===== config.mk =====
export PLATFORM = sky130hd
export DESIGN_NAME = rx_out_formatter
export DESIGN_NICKNAME = d
export VERILOG_FILES = /design/src/rtl/rx_fmt_pkg.sv /design/src/rtl/rx_fmt_capture.sv /design/src/rtl/rx_fmt_fall_stage.sv /design/src/rtl/rx_out_formatter.sv
export SDC_FILE = /design/constraint.sdc
export NUM_CORES = 1
export LEC_CHECK = 0
export CAP_MARGIN = 10
export CORE_ASPECT_RATIO = 0.8
export CORE_UTILIZATION = 40
export CTS_BUF_LIST = sky130_fd_sc_hd__clkbuf_8 sky130_fd_sc_hd__clkbuf_16
export CTS_CLUSTER_DIAMETER = 40
export DETAILED_ROUTE_END_ITERATION = 7
export PLACE_DENSITY_LB_ADDON = 0.08
export SLEW_MARGIN = 20
export SYNTH_ARGS = -nofsm -noshare
export SYNTH_HDL_FRONTEND = slang
export SYNTH_SLANG_ARGS = --single-unit

===== constraint.sdc =====
create_clock -name clk -period 2.8 [get_ports clk]
set_input_delay 0.56 -clock clk [delete_from_list [all_inputs] [get_ports clk]]
set_output_delay 0.56 -clock clk [all_outputs]
set_load 0.005 [all_outputs]

===== src/rtl/rx_fmt_pkg.sv =====
package rx_fmt_pkg;

    localparam int CODE_W = 10;
    localparam int BYTE_W = 8;
    localparam int LINE_W = 8;
    localparam int HALF_W = LINE_W / 2;
    localparam int CODE_HALF = CODE_W / 2;

    typedef enum logic [1:0] {
        FMT_BYTE        = 2'b00,
        FMT_RAW         = 2'b01,
        FMT_BYTE_NARROW = 2'b10,
        FMT_RAW_NARROW  = 2'b11
    } fmt_mode_e;

    typedef struct packed {
        logic [BYTE_W-1:0] byte_d;
        logic              kflag;
        logic              errflag;
        logic              valid;
        logic              comma;
        logic [CODE_W-1:0] code;
    } rx_word_t;

    typedef struct packed {
        logic [LINE_W-1:0] lines;
        logic              err;
        logic              dv;
        logic              comma;
        logic              kchar;
    } pins_t;

    function automatic fmt_mode_e make_mode(logic raw_sel, logic narrow_sel);
        return fmt_mode_e'({narrow_sel, raw_sel});
    endfunction

    function automatic logic is_narrow(fmt_mode_e m);
        return (m == FMT_BYTE_NARROW) || (m == FMT_RAW_NARROW);
    endfunction

    function automatic logic is_raw(fmt_mode_e m);
        return (m == FMT_RAW) || (m == FMT_RAW_NARROW);
    endfunction

    // Pin pattern for one half of a word; full modes give the same pattern for both halves.
    function automatic pins_t map_pins(fmt_mode_e m, rx_word_t w, logic upper);
        pins_t p;
        p       = '0;
        p.comma = w.comma;
        unique case (m)
            FMT_BYTE: begin
                p.lines = w.byte_d;
                p.err   = w.errflag;
                p.dv    = w.valid;
                p.kchar = w.kflag;
            end
            FMT_RAW: begin
                p.lines = w.code[LINE_W-1:0];
                p.err   = w.code[CODE_W-1];
                p.dv    = w.code[CODE_W-2];
            end
            FMT_BYTE_NARROW: begin
                p.lines[HALF_W-1:0] = upper ? w.byte_d[BYTE_W-1:HALF_W]
                                            : w.byte_d[HALF_W-1:0];
                p.err   = w.errflag;
                p.dv    = w.valid;
                p.kchar = w.kflag;
            end
            default: begin
                p.lines[HALF_W-1:0] = upper ? w.code[CODE_W-2:CODE_HALF]
                                            : w.code[HALF_W-1:0];
                p.dv    = upper ? w.code[CODE_W-1] : w.code[CODE_HALF-1];
            end
        endcase
        return p;
    endfunction

endpackage


===== src/rtl/rx_fmt_capture.sv =====
module rx_fmt_capture
    import rx_fmt_pkg::*;
(
    input  logic      clk,
    input  logic      rst,
    input  fmt_mode_e mode_in,
    input  rx_word_t  word_in,
    output fmt_mode_e cap_mode,
    output pins_t     lo_q,
    output pins_t     hi_q,
    output logic      pos_tog
);

    pins_t lo_d;
    pins_t hi_d;

    always_comb begin
        lo_d = map_pins(mode_in, word_in, 1'b0);
        hi_d = map_pins(mode_in, word_in, 1'b1);
    end

    always_ff @(posedge clk) begin
        if (rst) begin
            cap_mode <= FMT_BYTE;
            lo_q     <= '0;
            hi_q     <= '0;
            pos_tog  <= 1'b0;
        end else begin
            cap_mode <= mode_in;
            lo_q     <= lo_d;
            hi_q     <= hi_d;
            pos_tog  <= ~pos_tog;
        end
    end

    // a rising edge in reset leaves both halves cleared
    a_r1_capture_cleared: assert property (@(posedge clk) disable iff (rst)
        $past(rst) |-> (lo_q == '0 && hi_q == '0));

    // reduced modes keep the upper data lines idle in both halves
    a_r4_upper_lines_idle: assert property (@(posedge clk) disable iff (rst)
        is_narrow(cap_mode) |-> (lo_q.lines[LINE_W-1:HALF_W] == '0 &&
                                 hi_q.lines[LINE_W-1:HALF_W] == '0));

    // raw modes never flag a control character
    a_r3_no_k_raw: assert property (@(posedge clk) disable iff (rst)
        is_raw(cap_mode) |-> (!lo_q.kchar && !hi_q.kchar));

    // reduced raw mode keeps the error pin low in both halves
    a_r5_narrow_raw_err_low: assert property (@(posedge clk) disable iff (rst)
        (cap_mode == FMT_RAW_NARROW) |-> (!lo_q.err && !hi_q.err));

endmodule


===== src/rtl/rx_fmt_fall_stage.sv =====
module rx_fmt_fall_stage
    import rx_fmt_pkg::*;
(
    input  logic  clk,
    input  logic  rst,
    input  pins_t hi_in,
    input  logic  pos_tog,
    output pins_t hi_q,
    output logic  neg_tog
);

    always_ff @(negedge clk) begin
        if (rst) begin
            hi_q    <= '0;
            neg_tog <= 1'b0;
        end else begin
            hi_q    <= hi_in;
            neg_tog <= pos_tog;
        end
    end

    // the half launched on a falling edge is the one captured at the rising edge before it
    a_r8_upper_launch: assert property (@(negedge clk) disable iff (rst)
        1'b1 |=> (hi_q == $past(hi_in)));

endmodule


===== src/rtl/rx_out_formatter.sv =====
module rx_out_formatter
    import rx_fmt_pkg::*;
(
    input  logic              clk,
    input  logic              rst,
    input  logic              raw_mode,
    input  logic              narrow_mode,
    input  logic [BYTE_W-1:0] dec_byte,
    input  logic              dec_k,
    input  logic              dec_err,
    input  logic              dec_valid,
    input  logic              comma_det,
    input  logic [CODE_W-1:0] code_grp,
    output logic [LINE_W-1:0] rx_data,
    output logic              rx_err,
    output logic              rx_dv,
    output logic              rx_comma,
    output logic              rx_k
);

    rx_word_t  word_in;
    fmt_mode_e mode_in;
    fmt_mode_e cap_mode;
    pins_t     lo_q;
    pins_t     hi_rise_q;
    pins_t     hi_fall_q;
    pins_t     pins_sel;
    pins_t     pins_out;
    logic      pos_tog;
    logic      neg_tog;
    logic      upper_phase;

    always_comb begin
        mode_in         = make_mode(raw_mode, narrow_mode);
        word_in.byte_d  = dec_byte;
        word_in.kflag   = dec_k;
        word_in.errflag = dec_err;
        word_in.valid   = dec_valid;
        word_in.comma   = comma_det;
        word_in.code    = code_grp;
    end

    rx_fmt_capture u_capture (
        .clk      (clk),
        .rst      (rst),
        .mode_in  (mode_in),
        .word_in  (word_in),
        .cap_mode (cap_mode),
        .lo_q     (lo_q),
        .hi_q     (hi_rise_q),
        .pos_tog  (pos_tog)
    );

    rx_fmt_fall_stage u_fall (
        .clk     (clk),
        .rst     (rst),
        .hi_in   (hi_rise_q),
        .pos_tog (pos_tog),
        .hi_q    (hi_fall_q),
        .neg_tog (neg_tog)
    );

    // Toggles agree once the falling edge has copied the rising-edge toggle.
    always_comb begin
        upper_phase = (pos_tog == neg_tog);
        pins_sel    = upper_phase ? hi_fall_q : lo_q;
        pins_out    = rst ? '0 : pins_sel;
        rx_data     = pins_out.lines;
        rx_err      = pins_out.err;
        rx_dv       = pins_out.dv;
        rx_comma    = pins_out.comma;
        rx_k        = pins_out.kchar;
    end

    // full modes show the same pattern in both halves of the word
    a_r8_full_steady: assert property (@(posedge clk) disable iff (rst)
        (!is_narrow(cap_mode) && !$past(rst)) |-> (lo_q == hi_rise_q));

endmodule


=== Word level (Yosys, flattened, before mapping) ===
Index checks and enable logic that the tools add are counted.

* Bitwise gates (word level): 2
* Reduce and logical (&&, ||, !) cells: 3
* Equality and inequality tests: 3
* Mux-type cells: 8

{| class="wikitable"
|+ Operators by type and width
! operator !! number
|-
| 12-bit 2-to-1 mux || 2
|-
| 4-bit one-hot mux with 3 select lines || 1
|-
| 4-bit one-hot mux with 2 select lines || 1
|-
| 1-bit one-hot mux with 2 select lines || 3
|-
| 4-bit 2-to-1 mux || 1
|-
| 2-bit OR reduction || 2
|-
| 2-bit by 1-bit equality test with 1-bit output, second input constant || 1
|-
| 2-bit equality test, second input constant || 1
|-
| 2-bit zero test || 1
|-
| 1-bit inverter || 2
|-
| 1-bit equality test || 1
|}

* Output and inout bits: 12
* Input port bits: 26
* Register bits: 35

=== Logic depth before layout (Yosys ltp) ===
Gate-level depths: netlist (run 1).

* Word-level depth: 4
* Gate-level depth with buffers: 4
* Gate-level depth less buffers: 2

=== By module ===
A second synthesis (run 1) with hierarchy kept.

* Cell total of the unflattened synthesis: 139
* Area, all modules: 1529.0 um^2

{| class="wikitable"
|+ By module, submodules not included
! module !! seq. area each (um^2) !! instances !! area each (um^2) !! cells an instance
|-
| rx_fmt_capture || 400.4 || 1 || 824.5 || 71
|-
| rx_fmt_fall_stage || 260.2 || 1 || 399.1 || 28
|-
| rx_out_formatter || 0.0 || 1 || 305.3 || 40
|}

==> results of run 1 <==
-- routing by layer --
layer	global-route usage [%]	share of wire, %	vias up
li1	-	-	543
met2	35.1	51	26
met1	20.1	43	479
met4	6.52	1.1	0
met5	0	0	-
met3	7.17	4.3	4
-- logic make-up after synthesis --
family | after synthesis | share of synthesized area [%]
simple gates | 48 | 21.7
flops | 31 | 48.4
mux | 24 | 20.9
buf+inv | 9 | 3.81
compound gates | 8 | 3.91
xor+xnor | 1 | 1.27
-- power by group through the flow --
stage,combinational [mW],sequential (mW),clock [mW]
finish,0.195,0.475,0.495
global route,0.210,0.477,0.555
CTS,0.191,0.474,0.509
detailed placement,0.157,0.482,0.0307
global placement,0.153,0.481,0.0307
floorplan,0.0785,0.480,0.0307
-- worst max path at each step --
stage / end / slack, ns / start
finish: rx_data[6] / -0.65 / u_fall.neg_tog
global placement: rx_data[7] / -0.55 / u_fall.neg_tog
detailed placement: rx_k / -0.59 / u_fall.neg_tog
floorplan: rx_comma / -0.14 / u_fall.neg_tog
global route: rx_data[6] / -0.71 / u_fall.neg_tog
CTS: rx_data[6] / -0.70 / u_fall.neg_tog
-- state kept, by name, indices dropped and copies added (netlist names) --
name	cells
u_capture.pos_tog	1
u_fall.hi_q	12
u_capture.lo_q	8
u_capture.hi_q	9
u_fall.neg_tog	1
-- repair_timing --
| item | 4_1_cts | 5_1_grt |
|---|---|---|
| hold endpoints to repair | 0 | 0 |
| pin swaps | 1 | 1 |
| resized for setup | 60 | 1 |
| buffers inserted | 10 | 1 |
| setup endpoints to repair | 12 | 12 |
-- metrics by stage --
stage | cell area [um^2] | util (%) | hold slack (ns) | setup TNS, ns | instances
after global routing | 2040 | 70.5 | 0.522 | -8.02 | 233
after detailed placement | 1770 | 61.3 | 0.450 | -7.00 | 202
final | 2040 | 70.5 | 0.504 | -7.33 | 233
after floorplan | 1280 | - | 0.426 | -0.978 | 121
after global placement | 1770 | 61.3 | 0.435 | -6.49 | 202
after CTS | 2020 | 69.8 | 0.466 | -7.86 | 232
-- cell usage after synthesis --
cell and instances:
nand2b_1 13, nand3b_1 1, nor2b_2 1, clkbuf_1 3, buf_2 3, xnor2_2 1, nand2_1 2, mux2_2 2
o22ai_1 4, nor3b_1 1, a31oi_1 2, buf_6 1, a21oi_1 1, nor2b_1 20, o21bai_1 1, inv_1 1
mux2i_1 17, buf_4 1, or2_1 1, mux2_4 5, dfxtp_1 31, nor2_1 9
-- final cells by class --
type,count,share of cell area (%)
Tap cell,38,2.33
Sequential cell,31,30.5
Timing Repair Buffer,62,28.4
Clock buffer,5,3.38
Multi-Input combinational cell,81,30.9
Clock inverter,16,4.48
-- critical path, cell delays in order, from the launching register on --
cell and delay, ns:
dfxtp_2 0.33, xnor2_4 0.16, buf_6 0.16, buf_6 0.10, mux2_4 0.29, buf_6 0.11
==> run_results.csv, run 1 <==
group,metric,value,unit
outcome,status,"complete, but fails checks",
outcome,failing_checks,"negative setup slack",
drt,drt-pass1-iter-count,4,
logic_synthesis,post-synth-top-area-cell,"dfxtp_1",
worst_setup_path,worstReg2RegEnd,"u_fall.neg_tog",
logic_synthesis,synth_sequential_area_ratio,48.4,%
drt,vias,1052,
finish,multiInputGateArea,631,um^2
cts,cts_made_buffers,5,
power_and_ir_drop,pwr_density_cell,571,nW/um^2
logic_synthesis,synthTopCellsByArea,"dfxtp_1 (48%), mux2i_1 (13%), nor2b_1 (9.8%)",
cts,cts.hold.buffers_added,0,
worst_hold_path,worst_hold_path.endpoint,"u_capture.pos_tog",
worst_setup_path,cp-end-kind,"output port",
power_and_ir_drop,p_comb_share,16.7,%
logic_synthesis,mappedNetlistArea,1280,um^2
timing,setup_viol_count_final,12,
die,die_w,65.3,um
drt,detail_route.vias_per_cell,4.52,
worst_hold_path,hold_path_startpoint,"u_capture.pos_tog",
finish,layout.cells.most_common,"dfxtp_1",
finish,diodes,0,
worst_setup_path,critical_path_class,"register to output port",
timing,timing.final.max_slew_violations,0,
drt,postRouteWirelength,2.72,mm
grt,globalRoute.totalOverflow,0,
timing,rsz0062_at_grt,"true",
cts,worst_setup_hold_path_clk_slew,0.06,ns
worst_setup_path,ff2ff_path_depth,1,
die,floorplan.core_area,2890,um^2
worst_setup_path,crit_path_arrival_time,2.89,ns
grt,via_count_of_the_first_global_routing_pass,1077,
flow_run,max-cap-violations,0,
finish,final.fill_count,226,
power_and_ir_drop,switching_share,24.4,%
timing,setup_slack,-0.651,ns
logic_synthesis,syn_area_per_cell,10.6,um^2
logic_synthesis,netlist.area_leader.share,48.4,%
worst_setup_path,critical_path_peak_fanout,6,
cts,ctsHtreeMaxLevel,2,
worst_setup_path,crit_required,2.24,ns
worst_setup_path,critical_path.startpoint_type,"register",
finish,final_layout_size_suffix_gt1_share,28.2,%
logic_synthesis,synth_warnings,0,
drt,drtIter0Drc,8,
place,pre_cts_slack,-0.589,ns
logic_synthesis,synth.ff_latch_count,31,
grt,maximum_number_of_pins_on_one_net_before_global_route_repair,24,
worst_hold_path,holdPathStages,1,
power_and_ir_drop,sequentialPowerShare,40.8,%
drt,detail_route.drc_violations,0,
timing,worst_relative_slew_slack,50.4,%
cts,cts-root-to-sink-buffers,2,
cts,worstSkewPairLatency,0.34,ns
worst_setup_path,regToRegSetupSlack,0.77,ns
power_and_ir_drop,power.leakage,0.957,nW
cts,number_of_sinks_driven_by_the_clock_tree,31,
die,placementRows,17,
cts,cts_root_buf,"clkbuf_8",
die,floorplan.initialDensity,44.3,%
power_and_ir_drop,clockPowerShare,42.5,%
worst_setup_path,critical_path.reg2reg.startpoint,"u_capture.pos_tog",
grt,antenna_found_initial,0,
power_and_ir_drop,power.net_switching,284,uW
timing,skew,0.0604,ns
logic_synthesis,syn_nets,147,
worst_hold_path,worst_hold_path_type,"register to register",
power_and_ir_drop,power.ir.vdd_worst,0.348,mV
power_and_ir_drop,fin_total_pwr,1.16,mW
cts,cts_tree,"done",
logic_synthesis,synthCells,121,
place,dpl.hpwl,1.97,mm
grt,wire_length_of_the_first_global_routing_pass,4.69,mm
place,gp_congestion,0.721,
drt,wl_per_cell,11.7,um
finish,area.sequential,622,um^2
finish,final_nets,220,
finish,flow.area_growth_from_synthesis,59.1,%
power_and_ir_drop,power.internal,881,uW
place,io_buffer_count,37,
finish,layout.cells.most_common_list,"dfxtp_1 (30), clkdlybuf4s50_1 (25), nor2b_1 (20), mux2i_1 (17), buf_4 (16)",
timing,hold_viol,0,
die,die_height,52.6,um
timing,max_slew.worst_pin.slew,0.742,ns
die,dieArea,3430,um^2
die,pin_count,38,
grt,total_global_route_track_usage,19.1,%
logic_synthesis,synth_cell_type_count,22,
drt,ant_nets,0,
Note: power is estimated with default switching activity, not from simulation.
==> inputs of run 2 (changes only) <==
--- a/config.mk
+++ b/config.mk
@@ -5,6 +5,7 @@
 export SDC_FILE = /design/constraint.sdc
 export NUM_CORES = 1
 export LEC_CHECK = 0
+export ABC_CLOCK_PERIOD_IN_PS = 2800
 export CAP_MARGIN = 10
 export CORE_ASPECT_RATIO = 0.8
 export CORE_UTILIZATION = 40
@@ -12,6 +13,7 @@
 export CTS_CLUSTER_DIAMETER = 40
 export DETAILED_ROUTE_END_ITERATION = 7
 export PLACE_DENSITY_LB_ADDON = 0.08
+export SETUP_SLACK_MARGIN = 0.15
 export SLEW_MARGIN = 20
 export SYNTH_ARGS = -nofsm -noshare
 export SYNTH_HDL_FRONTEND = slang
==> run_results.csv, run 2 (synthesis results as in run 1) <==
group,metric,value,unit
outcome,status,"complete, but fails checks",
outcome,failing_checks,"negative setup slack",
power_and_ir_drop,switching_share,24.4,%
worst_setup_path,critical_path.startpoint_type,"register",
die,floorplan.initialDensity,44.3,%
die,die_height,52.6,um
finish,number_of_flip_flops_under_the_largest_register_name,12,
cts,cts_tree,"done",
finish,diodes,0,
power_and_ir_drop,pwr_density_cell,571,nW/um^2
cts,cts_made_buffers,5,
timing,skew,0.0604,ns
die,placementRows,17,
place,detailed_place.area,1770,um^2
grt,globalRoute.totalOverflow,0,
power_and_ir_drop,power.ir.vdd_worst,0.348,mV
power_and_ir_drop,power.leakage,0.957,nW
grt,maximum_number_of_pins_on_one_net_before_global_route_repair,24,
die,die_w,65.3,um
drt,detail_route.drc_violations,0,
drt,drt-pass1-iter-count,4,
grt,total_global_route_track_usage,19.1,%
drt,drtIter0Drc,8,
cts,cts_root_buf,"clkbuf_8",
timing,rsz0062_at_grt,"true",
timing,hold-worst-slack,0.504,ns
drt,ant_nets,0,
flow_run,max-cap-violations,0,
cts,cts-root-to-sink-buffers,2,
worst_setup_path,crit_required,2.24,ns
timing,setup_slack,-0.651,ns
worst_setup_path,crit_path_arrival_time,2.89,ns
cts,worstSkewPairLatency,0.34,ns
place,dpl.hpwl,1.97,mm
grt,antenna_found_initial,0,
worst_setup_path,critical_path_class,"register to output port",
place,gp_congestion,0.721,
drt,postRouteWirelength,2.72,mm
timing,totalNegativeSetupSlack,-7.33,ns
power_and_ir_drop,clockPowerShare,42.5,%
finish,biggestRegsByFlops,"u_fall.hi_q x12, u_capture.hi_q x9, u_capture.lo_q x8",
worst_hold_path,worst_hold_path_type,"register to register",
worst_setup_path,critical_path.reg2reg.startpoint,"u_capture.pos_tog",
die,dieArea,3430,um^2
drt,wl_per_cell,11.7,um
timing,max_slew.worst_pin.slew,0.742,ns
finish,layout.cells.most_common,"dfxtp_1",
power_and_ir_drop,sequentialPowerShare,40.8,%
timing,hold_viol,0,
cts,ctsHtreeMaxLevel,2,
cts,number_of_sinks_driven_by_the_clock_tree,31,
worst_setup_path,worstReg2RegEnd,"u_fall.neg_tog",
worst_setup_path,crit_path_start,"u_fall.neg_tog",
drt,detail_route.vias_per_cell,4.52,
power_and_ir_drop,power.internal,881,uW
cts,worst_setup_hold_path_clk_slew,0.06,ns
finish,design_area,2040,um^2
finish,layout.cells.most_common_list,"dfxtp_1 (30), clkdlybuf4s50_1 (25), nor2b_1 (20), mux2i_1 (17), buf_4 (16)",
place,io_buffer_count,37,
grt,wire_length_of_the_first_global_routing_pass,4.69,mm
drt,vias,1052,
timing,setup_viol_count_final,12,
finish,final_nets,220,
grt,via_count_of_the_first_global_routing_pass,1077,
worst_setup_path,endpoint,"rx_data[6]",
worst_setup_path,regToRegSetupSlack,0.77,ns
worst_setup_path,critical_path_peak_fanout,6,
worst_setup_path,ff2ff_path_depth,1,
timing,timing.final.max_slew_violations,0,
finish,final_layout_size_suffix_gt1_share,28.2,%
timing,worst_relative_slew_slack,50.4,%
finish,flow.area_growth_from_synthesis,59.1,%
die,pin_count,38,
place,pre_cts_slack,-0.589,ns
finish,top_register,"u_fall.hi_q",
die,floorplan.core_area,2890,um^2
worst_setup_path,cp-end-kind,"output port",
power_and_ir_drop,p_comb_share,16.7,%
power_and_ir_drop,power.net_switching,284,uW
run 2: cell counts in the layout (fill, tap and decap cells not counted):
No cell type changed its count.
run 2: area by class of cell:
class | count | area [um^2]
Sequential cell | 31 | 622
Tap cell | 38 | 47.5
Fill cell | 226 | 855
Clock buffer | 5 | 68.8
Clock inverter | 16 | 91.3
Timing Repair Buffer | 62 | 578
Multi-Input combinational cell | 81 | 631
run 2: critical path, stage by stage, from the launching register on:
cell and delay [ns]:
dfxtp_2 0.33, xnor2_4 0.16, buf_6 0.16, buf_6 0.10, mux2_4 0.29, buf_6 0.11
run 2: layer usage:
metal  global-route usage, %  vias up  routed length (um)
li1                        -      543                   -
met1                    20.1      479                1180
met2                    35.1       26                1390
met3                    7.17        4                 118
met4                    6.52        0                  31
met5                       0        -                   0
run 2: power by group through the flow:
stage | Combinational [mW] | Clock, mW | Sequential [mW]
2_1_floorplan | 0.0785 | 0.0307 | 0.480
3_3_place_gp | 0.153 | 0.0307 | 0.481
3_5_place_dp | 0.157 | 0.0307 | 0.482
4_1_cts | 0.191 | 0.509 | 0.474
5_1_grt | 0.210 | 0.555 | 0.477
6_report | 0.195 | 0.495 | 0.475
run 2: how the worst min path moves through the flow:
stage	from	cells past startpoint	to
2_1_floorplan	u_capture.pos_tog	1	u_capture.pos_tog
4_1_cts	u_capture.pos_tog	1	u_capture.pos_tog
3_3_place_gp	u_capture.pos_tog	1	u_capture.pos_tog
6_report	u_capture.pos_tog	1	u_capture.pos_tog
3_5_place_dp	u_capture.pos_tog	1	u_capture.pos_tog
5_1_grt	u_capture.pos_tog	1	u_capture.pos_tog
run 2: what timing repair did:
action / 4_1_cts / 5_1_grt
hold buffers: 0 / 0
pin swaps: 1 / 1
gates resized for setup: 60 / 1
buffers inserted: 10 / 1
setup endpoints to repair: 12 / 12
run 2: per-stage QoR:
stage,utilization [%],cells,power (mW)
CTS,69.8,232,1.17
floorplan,-,121,0.589
detailed placement,61.3,202,0.670
global placement,61.3,202,0.664
finish,70.5,233,1.16
global route,70.5,233,1.24
